<file path="src/rtl/spi_gpio_pkg.sv">
package spi_gpio_pkg;
    localparam int FRAME_W = 16;
    localparam int ADDR_W  = 7;
    localparam int DATA_W  = 8;

    localparam logic [ADDR_W-1:0] ADDR_RUN      = 7'h04;
    localparam logic [ADDR_W-1:0] ADDR_CFG_BASE = 7'h08;
    localparam logic [ADDR_W-1:0] ADDR_PIN_BASE = 7'h20;

    localparam logic [1:0] MODE_BAD   = 2'b00;
    localparam logic [1:0] MODE_OUT   = 2'b01;
    localparam logic [1:0] MODE_IN    = 2'b10;
    localparam logic [1:0] MODE_IN_PU = 2'b11;

    typedef enum logic [1:0] {
        ST_IDLE,
        ST_SHIFT,
        ST_FULL
    } frame_state_e;
endpackage

</file>
<file path="src/rtl/spi_edge_sync.sv">
module spi_edge_sync #(
    parameter int STAGES = 2
) (
    input  logic clk,
    input  logic rst_n,
    input  logic sclk,
    input  logic cs_n,
    input  logic din,
    output logic sclk_rise,
    output logic sclk_fall,
    output logic cs_active,
    output logic din_s
);
    logic [STAGES-1:0] sclk_sr;
    logic [STAGES-1:0] cs_sr;
    logic [STAGES-1:0] din_sr;
    logic              sclk_q;

    always_ff @(posedge clk or negedge rst_n) begin
        if (!rst_n) begin
            sclk_sr <= '0;
            cs_sr   <= '1;
            din_sr  <= '0;
            sclk_q  <= 1'b0;
        end else begin
            sclk_sr <= {sclk_sr[STAGES-2:0], sclk};
            cs_sr   <= {cs_sr[STAGES-2:0], cs_n};
            din_sr  <= {din_sr[STAGES-2:0], din};
            sclk_q  <= sclk_sr[STAGES-1];
        end
    end

    assign sclk_rise = sclk_sr[STAGES-1] & ~sclk_q;
    assign sclk_fall = ~sclk_sr[STAGES-1] & sclk_q;
    assign cs_active = ~cs_sr[STAGES-1];
    assign din_s     = din_sr[STAGES-1];
endmodule

</file>
<file path="src/rtl/spi_frame_fsm.sv">
module spi_frame_fsm
    import spi_gpio_pkg::*;
#(
    parameter int FRAME_BITS = FRAME_W
) (
    input  logic                  clk,
    input  logic                  rst_n,
    input  logic                  sclk_rise,
    input  logic                  sclk_fall,
    input  logic                  cs_active,
    input  logic                  din_s,
    input  logic [FRAME_BITS-1:0] tx_word,
    output logic                  commit,
    output logic [FRAME_BITS-1:0] rx_word,
    output logic                  dout
);
    localparam int CNT_W = $clog2(FRAME_BITS + 1);

    frame_state_e    state, state_nx;
    logic [CNT_W-1:0] cnt;
    logic [FRAME_BITS-1:0] tx_sh;

    always_ff @(posedge clk or negedge rst_n) begin
        if (!rst_n) state <= ST_IDLE;
        else        state <= state_nx;
    end

    always_comb begin
        state_nx = state;
        unique case (state)
            ST_IDLE:  if (cs_active) state_nx = ST_SHIFT;
            ST_SHIFT: begin
                if (!cs_active)
                    state_nx = ST_IDLE;
                else if (sclk_rise && cnt == CNT_W'(FRAME_BITS - 1))
                    state_nx = ST_FULL;
            end
            ST_FULL:  if (!cs_active) state_nx = ST_IDLE;
            default:  state_nx = ST_IDLE;
        endcase
    end

    always_ff @(posedge clk or negedge rst_n) begin
        if (!rst_n) begin
            cnt     <= '0;
            rx_word <= '0;
            tx_sh   <= '0;
        end else begin
            unique case (state)
                ST_IDLE: begin
                    cnt <= '0;
                    if (cs_active) tx_sh <= tx_word;
                end
                ST_SHIFT: begin
                    if (cs_active && sclk_rise) begin
                        rx_word <= {rx_word[FRAME_BITS-2:0], din_s};
                        cnt     <= cnt + 1'b1;
                    end
                    if (cs_active && sclk_fall && cnt != '0)
                        tx_sh <= {tx_sh[FRAME_BITS-2:0], 1'b0};
                end
                ST_FULL: ;
                default: cnt <= '0;
            endcase
        end
    end

    assign commit = (state == ST_FULL) && !cs_active;
    assign dout   = (state != ST_IDLE) ? tx_sh[FRAME_BITS-1] : 1'b0;


    cnt_bound_chk: assert property (@(posedge clk) disable iff (!rst_n)
        cnt <= CNT_W'(FRAME_BITS));


    commit_full_chk: assert property (@(posedge clk) disable iff (!rst_n)
        commit |-> cnt == CNT_W'(FRAME_BITS));


    dout_hold_chk: assert property (@(posedge clk) disable iff (!rst_n)
        (state == ST_SHIFT && cs_active && !sclk_fall) |=> $stable(dout));
endmodule

</file>
<file path="src/rtl/gpio_regs.sv">
module gpio_regs
    import spi_gpio_pkg::*;
#(
    parameter int NUM_PINS  = 28,
    parameter int FIRST_PIN = 4,
    parameter int SYNC_LEN  = 2
) (
    input  logic                clk,
    input  logic                rst_n,
    input  logic                commit,
    input  logic [FRAME_W-1:0]  frame,
    input  logic [NUM_PINS-1:0] pad_in,
    output logic [NUM_PINS-1:0] pad_out,
    output logic [NUM_PINS-1:0] pad_oe,
    output logic [NUM_PINS-1:0] pad_pu,
    output logic [FRAME_W-1:0]  tx_word
);
    logic                is_read;
    logic [ADDR_W-1:0]   addr;
    logic [DATA_W-1:0]   data;
    logic [DATA_W-1:0]   rd_data;
    logic [1:0]          modes [NUM_PINS];
    logic [NUM_PINS-1:0] latch;
    logic                run;
    logic [NUM_PINS-1:0] in_sync [SYNC_LEN];

    assign is_read = frame[FRAME_W-1];
    assign addr    = frame[FRAME_W-2 -: ADDR_W];
    assign data    = frame[DATA_W-1:0];

    function automatic logic [ADDR_W-1:0] cfg_addr(input int i);
        return ADDR_CFG_BASE + ADDR_W'((FIRST_PIN + i) >> 2);
    endfunction

    function automatic logic [ADDR_W-1:0] pin_addr(input int i);
        return ADDR_PIN_BASE + ADDR_W'(FIRST_PIN + i);
    endfunction

    function automatic int fld(input int i);
        return ((FIRST_PIN + i) % 4) * 2;
    endfunction

    always_ff @(posedge clk or negedge rst_n) begin
        if (!rst_n) begin
            for (int s = 0; s < SYNC_LEN; s++) in_sync[s] <= '0;
        end else begin
            in_sync[0] <= pad_in;
            for (int s = 1; s < SYNC_LEN; s++) in_sync[s] <= in_sync[s-1];
        end
    end

    always_ff @(posedge clk or negedge rst_n) begin
        if (!rst_n) begin
            run   <= 1'b0;
            latch <= '0;
            for (int i = 0; i < NUM_PINS; i++) modes[i] <= MODE_IN;
        end else if (commit && !is_read) begin
            if (addr == ADDR_RUN) run <= data[0];
            for (int i = 0; i < NUM_PINS; i++) begin
                if (addr == cfg_addr(i) && data[fld(i) +: 2] != MODE_BAD)
                    modes[i] <= data[fld(i) +: 2];
                if (addr == pin_addr(i))
                    latch[i] <= data[0];
            end
        end
    end

    always_comb begin
        rd_data = '0;
        if (addr == ADDR_RUN) rd_data[0] = run;
        for (int i = 0; i < NUM_PINS; i++) begin
            if (addr == cfg_addr(i)) rd_data[fld(i) +: 2] = modes[i];
            if (addr == pin_addr(i)) rd_data[0] = in_sync[SYNC_LEN-1][i];
        end
    end

    always_ff @(posedge clk or negedge rst_n) begin
        if (!rst_n)      tx_word <= '0;
        else if (commit) tx_word <= is_read ? {{(FRAME_W-DATA_W){1'b0}}, rd_data} : '0;
    end

    always_comb begin
        for (int i = 0; i < NUM_PINS; i++) begin
            pad_out[i] = latch[i];
            pad_oe[i]  = run && (modes[i] == MODE_OUT);
            pad_pu[i]  = run && (modes[i] == MODE_IN_PU);
        end
    end

    for (genvar g = 0; g < NUM_PINS; g++) begin : g_mode_chk

        mode_legal_chk: assert property (@(posedge clk) disable iff (!rst_n)
            modes[g] != MODE_BAD);
    end


    oe_pu_excl_chk: assert property (@(posedge clk) disable iff (!rst_n)
        (pad_oe & pad_pu) == '0);


    shutdown_quiet_chk: assert property (@(posedge clk) disable iff (!rst_n)
        (commit && !is_read && addr == ADDR_RUN && !data[0])
            |=> (pad_oe == '0 && pad_pu == '0));
endmodule

</file>
<file path="src/rtl/spi_gpio_expander.sv">
module spi_gpio_expander
    import spi_gpio_pkg::*;
#(
    parameter int NUM_PINS  = 28,
    parameter int FIRST_PIN = 4,
    parameter int SYNC_LEN  = 2
) (
    input  logic                clk,
    input  logic                rst_n,
    input  logic                sclk,
    input  logic                cs_n,
    input  logic                din,
    output logic                dout,
    input  logic [NUM_PINS-1:0] pad_in,
    output logic [NUM_PINS-1:0] pad_out,
    output logic [NUM_PINS-1:0] pad_oe,
    output logic [NUM_PINS-1:0] pad_pu
);
    logic               sclk_rise, sclk_fall, cs_active, din_s;
    logic               commit;
    logic [FRAME_W-1:0] rx_word, tx_word;

    spi_edge_sync #(.STAGES(SYNC_LEN)) u_sync (
        .clk(clk), .rst_n(rst_n), .sclk(sclk), .cs_n(cs_n), .din(din),
        .sclk_rise(sclk_rise), .sclk_fall(sclk_fall),
        .cs_active(cs_active), .din_s(din_s)
    );

    spi_frame_fsm #(.FRAME_BITS(FRAME_W)) u_fsm (
        .clk(clk), .rst_n(rst_n), .sclk_rise(sclk_rise), .sclk_fall(sclk_fall),
        .cs_active(cs_active), .din_s(din_s), .tx_word(tx_word),
        .commit(commit), .rx_word(rx_word), .dout(dout)
    );

    gpio_regs #(.NUM_PINS(NUM_PINS), .FIRST_PIN(FIRST_PIN), .SYNC_LEN(SYNC_LEN)) u_regs (
        .clk(clk), .rst_n(rst_n), .commit(commit), .frame(rx_word),
        .pad_in(pad_in), .pad_out(pad_out), .pad_oe(pad_oe), .pad_pu(pad_pu),
        .tx_word(tx_word)
    );
endmodule

</file>
<file path="config.mk">
export PLATFORM = sky130hd
export DESIGN_NAME = spi_gpio_expander
export DESIGN_NICKNAME = d
export VERILOG_FILES = /design/src/rtl/spi_gpio_pkg.sv /design/src/rtl/spi_edge_sync.sv /design/src/rtl/spi_frame_fsm.sv /design/src/rtl/gpio_regs.sv /design/src/rtl/spi_gpio_expander.sv
export SDC_FILE = /design/constraint.sdc
export NUM_CORES = 1
export LEC_CHECK = 0
export BUFFER_PORTS_ARGS = -buffer_cell sky130_fd_sc_hd__buf_2
export CORE_MARGIN = 1.5
export CORE_UTILIZATION = 35
export CTS_BUF_LIST = sky130_fd_sc_hd__clkbuf_2 sky130_fd_sc_hd__clkbuf_4 sky130_fd_sc_hd__clkbuf_8
export CTS_CLUSTER_DIAMETER = 40
export DETAILED_ROUTE_END_ITERATION = 10
export HOLD_SLACK_MARGIN = 0.1
export PLACE_DENSITY = 0.66
export SETUP_SLACK_MARGIN = 0.05
export SYNTH_ARGS = -nofsm -noshare
export SYNTH_HDL_FRONTEND = slang
export SYNTH_SLANG_ARGS = --single-unit
</file>
<file path="constraint.sdc">
create_clock -name clk -period 2.03 [get_ports clk]
set_clock_uncertainty 0.15 [all_clocks]
set_input_delay 0.406 -clock clk [delete_from_list [all_inputs] [get_ports clk]]
set_output_delay 0.406 -clock clk [all_outputs]
set_load 0.1 [all_outputs]
</file>
# Word level (Yosys, flattened, before mapping)
# Cells that the tools add are included.
# op_classes
add_sub_neg	1
mul	0
n_div	0
magnitude_cmp	0
eq_ne	100
shifts	0
muxes	69
bitwise_logic	6
reduce_logical	160
# ops
operator	count
7-bit by 6-bit == test with 1-bit output (second input constant)	28
2-bit AND reduction	59
1-bit logical AND	90
2-bit 2-to-1 mux	32
2-bit by 1-bit == test with 1-bit output (second input constant)	29
2-bit == test (second input constant)	29
7-bit by 4-bit == test with 1-bit output (second input constant)	7
16-bit 2-to-1 mux	2
16-bit case mux with 2 select lines	1
1-bit 2-to-1 mux	30
2-bit nonzero test	6
5-bit case mux with 2 select lines	1
8-bit 2-to-1 mux	1
7-bit by 3-bit == test with 1-bit output (second input constant)	1
2-bit case mux with 3 select lines	1
3-bit AND reduction	2
5-bit by 1-bit adder with 5-bit output (second input constant)	1
5-bit by 4-bit == test with 1-bit output (second input constant)	1
5-bit 2-to-1 mux	1
5-bit nonzero test	1
2-bit by 1-bit inequality test with 1-bit output (second input constant)	2
2-bit inequality test (second input constant)	2
1-bit NOT	4
3-bit by 2-bit inequality test with 1-bit output (second input constant)	1
3 further kinds	4
# word_totals
register_bits	203
latch_bits	0
ram_bits	0
mem_bits_ro	0
input_bits	33
out_inout_bits	85
elab_cells	404
mem_count	0

# Depth between registers and ports, before layout
# Gate-level depths: netlist of run 1.
# logic_depth
word_depth	38
ltp_mapped	8
depth_no_buf	6

# Cells and area by module
# A second synthesis of run 1 with hierarchy kept.
# unflattened
hier_cells	758
area_unflattened_um2	8859.7
# by_module_without_submodules
mod	n_inst	cells_per_inst	area_each_um2	seq_area_each_um2
gpio_regs	1	620	6811.5	3763.6
spi_frame_fsm	1	128	1851.8	975.9
spi_edge_sync	1	10	196.4	177.7

# Least setup slack after synthesis of run 1
# No wires, ideal clock.
# synth_path
kind	register -> output
start	register u_regs.run
end	output port pad_oe[10]
arrival_time_ps	2190
slack_ps	-716
path_stages_with_launch	5
cell_sequence	dfrtp_1 > clkbuf_1 > clkbuf_1 > nand2_1 > nor2_1
# synth_via
elab_chain_cells	1
# synth_lines
item	line	rtl
start: declaration	gpio_regs.sv:24	logic run;
start signal: assignment	gpio_regs.sv:58	if (addr == ADDR_RUN) run <= data[0];
1-bit logical AND	gpio_regs.sv:85	pad_oe[i] = run && (modes[i] == MODE_OUT);
end: declaration	spi_gpio_expander.sv:16	output logic [NUM_PINS-1:0] pad_oe,
# No other way between the ends.

# Worst setup path in the final report of run 1
# layout_path
start	register u_regs.run
end	output port pad_pu[18]
# layout_via
elab_chain_cells	1
# layout_lines
item	line	rtl
1-bit logical AND	gpio_regs.sv:86	pad_pu[i] = run && (modes[i] == MODE_IN_PU);
end: declaration	spi_gpio_expander.sv:17	output logic [NUM_PINS-1:0] pad_pu
# No other way between the ends.

==> flow_summary_export.csv, run 1 <==
group,metric,value,unit
run_status,status,"finished, violations left",
run_status,violations,"setup timing",
worst_hold_path,hp-class,"reg -> reg",
timing,fmax,0.465,GHz
die,die_x,161,µm
synthesis,netlist-cell-type-count,72,
placed_design,dpl_cell_area,0.0111,mm²
cells_and_area,layout-drive-gt1-share,0.439,
timing,final-hold-violation-count,0,
route,drt_iter0_markers,506,
timing,fin_crit,2.15,ns
synthesis,yosysMostFrequentCell,"dfrtp_1",
route,postRouteAntennaNets,0,
synthesis,yosysSeqAreaShare,0.563,
synthesis,yosys-top-cells-area,"dfrtp_1 (47%), dfstp_2 (9.0%), nand2_1 (7.0%)",
timing,maxSlewHeadroom,0.545,
route,routed_via_density,5.23,
power,leakage,0.00546,µW
critical_path,worstPathArrival,1.59,ns
grt,grt_pass1_wl,37900,µm
cells_and_area,antenna_cells,0,
synthesis,synth_edf_count,0,
placed_design,port_buffers,117,
timing,grt_setup_unrepaired,"yes",
cells_and_area,syn_to_final_growth,46.1,%
grt,antenna_found_initial,0,
grt,grt_pass1_vias,6927,
critical_path,cp.depth,4,
timing,slew_viol_final,0,
clock_network,cts_num_sinks,195,
critical_path,rr_endpoint,"u_regs.modes[48]",
clock_network,cts_buffer_depth,2,
cells_and_area,register_area,0.00492,mm²
critical_path,crit_chain,"buf_12, clkbuf_16, and3_4, buf_12",
critical_path,critical-path-top-delay-family,"buffers and inverters",
critical_path,rr_startpoint,"u_fsm.rx_word[15]",
synthesis,synth_top_area_share,0.473,
cells_and_area,fin_nets,1056,
grt,grt_max_degree,49,
power,power.density,558,mW/mm²
cells_and_area,final_area,0.0128,mm²
die,rows,57,
placed_design,gp_congestion,0.889,
synthesis,ys_seq_elements,195,
clock_network,htree_levels,4,
critical_path,cp.required,1.47,ns
timing,setup_viol_count_final,59,
synthesis,ys.flop_type,"dfrtp_1",
synthesis,synth_nets,836,
critical_path,cp_max_fo,7,
timing,finalCritPeriodShare,1.06,
placed_design,place_hpwl,16600,µm
route,dr.pass1.iters,5,
critical_path,path_common_cell,"buf_12",
critical_path,critPathCaptureType,"output port",
critical_path,r2r_slack,-0.01,ns
die,core_area,0.0244,mm²
placed_design,pre_cts_slack,-0.0266,ns
grt,gr-total-overflow,0,
synthesis,synthCells,800,
grt,grt_use_total,0.188,
route,vias,7101,
critical_path,cp_slowest_cell,"dfrtp_2",
die,io_pins,118,
synthesis,async_reset_ff_frac,1.00,
critical_path,cp-start-kind,"flip-flop",
cells_and_area,nFillCells,2117,
route,routed_wl,25500,µm
critical_path,cp.buffers_inverters,3,
clock_network,cts_root_buf,"clkbuf_8",
critical_path,endpoint,"pad_pu[18]",
run,cap_violations,0,
synthesis,yosysTopAreaCell,"dfrtp_1",
clock_network,numCtsBuffers,17,
clock_network,cts_tree,"done",
synthesis,synth-warning-count,0,
power,ir_drop,0.489,mV
synthesis,synthesis.area,0.00873,mm²
die,die_y,161,µm
cells_and_area,multiInputGateArea,0.00399,mm²
critical_path,cpPeakStageDelay,0.45,ns
timing,setup_ws,-0.120,ns
critical_path,startpoint,"u_regs.run",
die,dieArea,0.0259,mm²
synthesis,synth_common_cells,"dfrtp_1 (165), nand2_1 (162), a22o_1 (63)",
clock_network,clk_latency,0.49,ns
die,start_util,0.358,
synthesis,syn_area_per_cell,10.9,µm²
critical_path,reg2reg_depth,7,
route,wl_per_cell,18.8,µm
clock_network,clkTransAtPathRegs,0.10,ns
critical_path,critPathKind,"reg -> out",
route,drc,0,
timing,tightestPinTransition,0.682,ns
sequential cells by signal, indices dropped and copies added, names as in the netlist, 5 cells and up:
| register | count |
|---|---|
| u_fsm.tx_sh | 16 |
| u_fsm.cnt | 5 |
| u_regs.pad_out | 28 |
| u_regs.in_sync | 56 |
| u_fsm.rx_word | 16 |
| u_regs.modes | 56 |
| u_regs.tx_word | 8 |
power breakdown:
group	leakage (µW)	internal, µW	total (µW)	switching (µW)
registers	0.00245	3990	4190	203
clock network	0.000194	1060	2550	1480
logic	0.00282	174	378	204
layer usage:
layer  GRT usage  part of all wire
met1       0.246              0.45
met2       0.311              0.48
met3      0.0393             0.051
met5           0                 0
met4      0.0585             0.019
placed cells by master (no fill, tap or decap), types with 26 or more instances in the layout:
cell	synthesis	layout
dfrtp_1	165	159
nand2_1	162	153
buf_12	0	72
buf_4	1	71
a22o_1	63	63
buf_2	15	59
mux2_2	46	44
o21ai_0	38	32
dlygate4sd3_1	0	32
nor2_4	0	31
dfstp_2	30	30
nor2_1	56	28
and3_4	0	26
kinds of logic (layout without fill, tap and decap cells):
family | after synthesis | count (layout) | synth area share
buffers and inverters | 67 | 299 | 0.0430
DFF | 195 | 195 | 0.563
and+or+nand+nor | 319 | 320 | 0.176
xor gates and xnor gates | 1 | 1 | 0.00100
AOI/OAI and AO/OA | 150 | 150 | 0.131
muxes | 65 | 65 | 0.0811
adders and majority gates | 3 | 3 | 0.00430
layout make-up:
type,instances,area share
Inverter,4,0.00118
Clock buffer,19,0.0200
Sequential cell,195,0.386
Clock inverter,13,0.0113
Timing Repair Buffer,263,0.237
Multi-Input combinational cell,539,0.313
Tap cell,324,0.0318
through the flow:
step	power [µW]	utilization	std cells	setup TNS, ns	hold slack (ns)
floorplan	4360	-	800	0	-0.0396
global placement	4560	0.456	1248	-0.00433	0.184
detailed placement	4570	0.456	1248	-0.0492	0.185
CTS	7150	0.495	1321	-5.52	0.207
global route	7390	0.523	1357	-7.96	0.214
finish	7110	0.523	1357	-3.55	0.204
worst min-delay path by stage:
stage / start / to / cells after the start
after floorplan: rst_n / u_fsm.cnt[0] / 0
after global placement: u_regs.in_sync[51] / u_regs.in_sync[23] / 0
after detailed placement: u_regs.in_sync[34] / u_regs.in_sync[6] / 0
after CTS: u_regs.in_sync[34] / u_regs.in_sync[6] / 0
after global routing: u_regs.in_sync[39] / u_regs.in_sync[11] / 0
final: u_regs.in_sync[34] / u_regs.in_sync[6] / 0
timing repair:
item | in CTS | in global routing
gates resized for setup | 37 | 76
cloned | 1 | 12
endpoints found under the setup margin | 82 | 135
pin swaps | 14 | 33
setup buffers | 8 | 24
hold buffers | 32 | 0
hold endpoints to repair | 155 | 0
Note: power is estimated with default switching activity, not from simulation.
==> inputs of run 2 (changes only) <==
- PLACE_DENSITY: 0.66 -> 0.64
- SETUP_SLACK_MARGIN: 0.05 -> 0.3
- clock period: 2.03 -> 2 ns (I/O delays scaled with it)
==> flow_summary_export.csv, run 2 (same netlist as run 1, synthesis figures left out) <==
group,metric,value,unit
critical_path,cpPeakStageDelay,0.53,ns
grt,grt_pass1_wl,41300,µm
critical_path,cp_slowest_cell,"dfrtp_4",
timing,fin_crit,2.21,ns
route,drc,0,
critical_path,critPathKind,"reg -> out",
clock_network,cts_tree,"done",
placed_design,dp_cells,1256,
grt,gr-total-overflow,0,
power,power.density,516,mW/mm²
die,dieArea,0.0259,mm²
critical_path,worstPathArrival,1.66,ns
grt,grt_max_degree,54,
timing,final-hold-violation-count,0,
timing,slew_viol_final,0,
route,drt_iter0_markers,513,
placed_design,dpl_cell_area,0.0115,mm²
critical_path,critPathCaptureType,"output port",
cells_and_area,layout-drive-gt1-share,0.600,
die,core_area,0.0244,mm²
clock_network,cts_root_buf,"clkbuf_8",
placed_design,place_hpwl,17000,µm
timing,setup_ws,-0.213,ns
cells_and_area,layout_commonest_cell,"dfrtp_1",
critical_path,critical-path-top-delay-family,"flip-flops",
critical_path,startpoint,"u_regs.run",
grt,antenna_found_initial,0,
cells_and_area,nFillCells,1919,
die,io_pins,118,
die,start_util,0.358,
timing,maxSlewHeadroom,0.490,
clock_network,cts_num_sinks,195,
clock_network,numCtsBuffers,17,
power,clkPwrFrac,0.346,
cells_and_area,antenna_cells,0,
power,leakage,0.00658,µW
clock_network,cts_buffer_depth,2,
die,die_y,161,µm
route,routed_via_density,5.28,
critical_path,rr_startpoint,"u_fsm.rx_word[14]",
power,netSwitchingPower,1960,µW
cells_and_area,final_util,0.587,
cells_and_area,most-common-layout-cells,"dfrtp_1 (154), buf_12 (84), buf_4 (79), a22o_1 (63), nand2_1 (57)",
clock_network,clkTransAtPathRegs,0.10,ns
worst_hold_path,hp-class,"reg -> reg",
cells_and_area,fin_nets,1090,
die,rows,57,
power,power.internal,5430,µW
cells_and_area,final_area,0.0143,mm²
placed_design,gp_congestion,0.944,
route,vias,7339,
timing,fmax,0.452,GHz
route,dr.pass1.iters,5,
route,routed_wl,27500,µm
timing,final.setup.tns,-9.04,ns
route,postRouteAntennaNets,0,
worst_hold_path,min_from,"u_regs.in_sync[46]",
power,power_frac_comb,0.073,
placed_design,port_buffers,117,
power,switching_share,0.266,
power,ir_drop,0.387,mV
critical_path,cp-start-kind,"flip-flop",
cells_and_area,syn_to_final_growth,64.1,%
critical_path,cp.buffers_inverters,2,
clock_network,clk_latency,0.48,ns
clock_network,htree_levels,4,
cells_and_area,multiInputGateArea,0.00495,mm²
power,p_seq_frac,0.581,
cells_and_area,register_area,0.00493,mm²
timing,setup_viol_count_final,63,
run,cap_violations,0,
timing,finalCritPeriodShare,1.11,
grt,grt_use_total,0.205,
critical_path,cp_max_fo,33,
timing,grt_setup_unrepaired,"yes",
timing,tightestPinTransition,0.765,ns
grt,grt_pass1_vias,7416,
run_status,status,"finished, violations left",
cells_and_area,final_cells,1391,
placed_design,pre_cts_slack,-0.0887,ns
critical_path,crit_chain,"buf_16, and3_2, buf_12",
critical_path,cp.required,1.45,ns
route,wl_per_cell,19.8,µm
run_status,violations,"setup timing",
die,die_x,161,µm
[run 2: path summary, 6_finish.rpt]
check	depth (start not counted)	slack, ns	endpoint
worst max-delay path	3	-0.21	pad_pu[0]
min in group asynchronous	2	0.27	u_regs.modes[50]
worst min register to register	0	0.19	u_regs.in_sync[18]
worst min-delay path	0	0.19	u_regs.in_sync[18]
max in group asynchronous	3	0.81	u_regs.in_sync[10]
worst max register to register	6	-0.06	u_regs.pad_out[22]
[run 2: final cells by class]
| class | instances | share of cell area |
|---|---|---|
| well taps | 324 | 0.0283 |
| repair buffers | 295 | 0.253 |
| clock inverters | 15 | 0.0109 |
| multi-input cells | 541 | 0.346 |
| inverters | 4 | 0.00105 |
| flip-flops and latches | 195 | 0.344 |
| clock buffers | 17 | 0.0163 |
[run 2: stage by stage]
stage                     power, µW  hold WS (ns)
after global routing           7660         0.203
after floorplan                4430       -0.0456
after detailed placement       4640         0.185
after global placement         4630         0.185
after CTS                      7320         0.191
final                          7390         0.193
[run 2: power groups by stage]
stage          combinational (µW)  clock, µW  sequential (µW)
2_1_floorplan                 281          0             4150
3_3_place_gp                  318          0             4310
3_5_place_dp                  322          0             4320
4_1_cts                       468       2590             4260
5_1_grt                       580       2770             4310
6_report                      541       2550             4300
[run 2: what timing repair did]
| action | 4_1_cts | 5_1_grt |
|---|---|---|
| buffers inserted | 40 | 23 |
| pin swaps | 59 | 42 |
| cloned | 5 | 3 |
| hold endpoints to repair | 162 | 0 |
| hold buffers | 32 | 0 |
| setup endpoints to repair | 215 | 208 |
| resized for setup | 284 | 153 |
[run 2: routing by layer]
layer | GRT usage | routed length, µm | up-vias | part of all wire
li1 | - | - | 3338 | -
met5 | 0 | 0 | - | 0
met4 | 0.0762 | 672 | 0 | 0.024
met1 | 0.269 | 11500 | 3705 | 0.42
met3 | 0.0416 | 1420 | 43 | 0.052
met2 | 0.335 | 13900 | 253 | 0.51
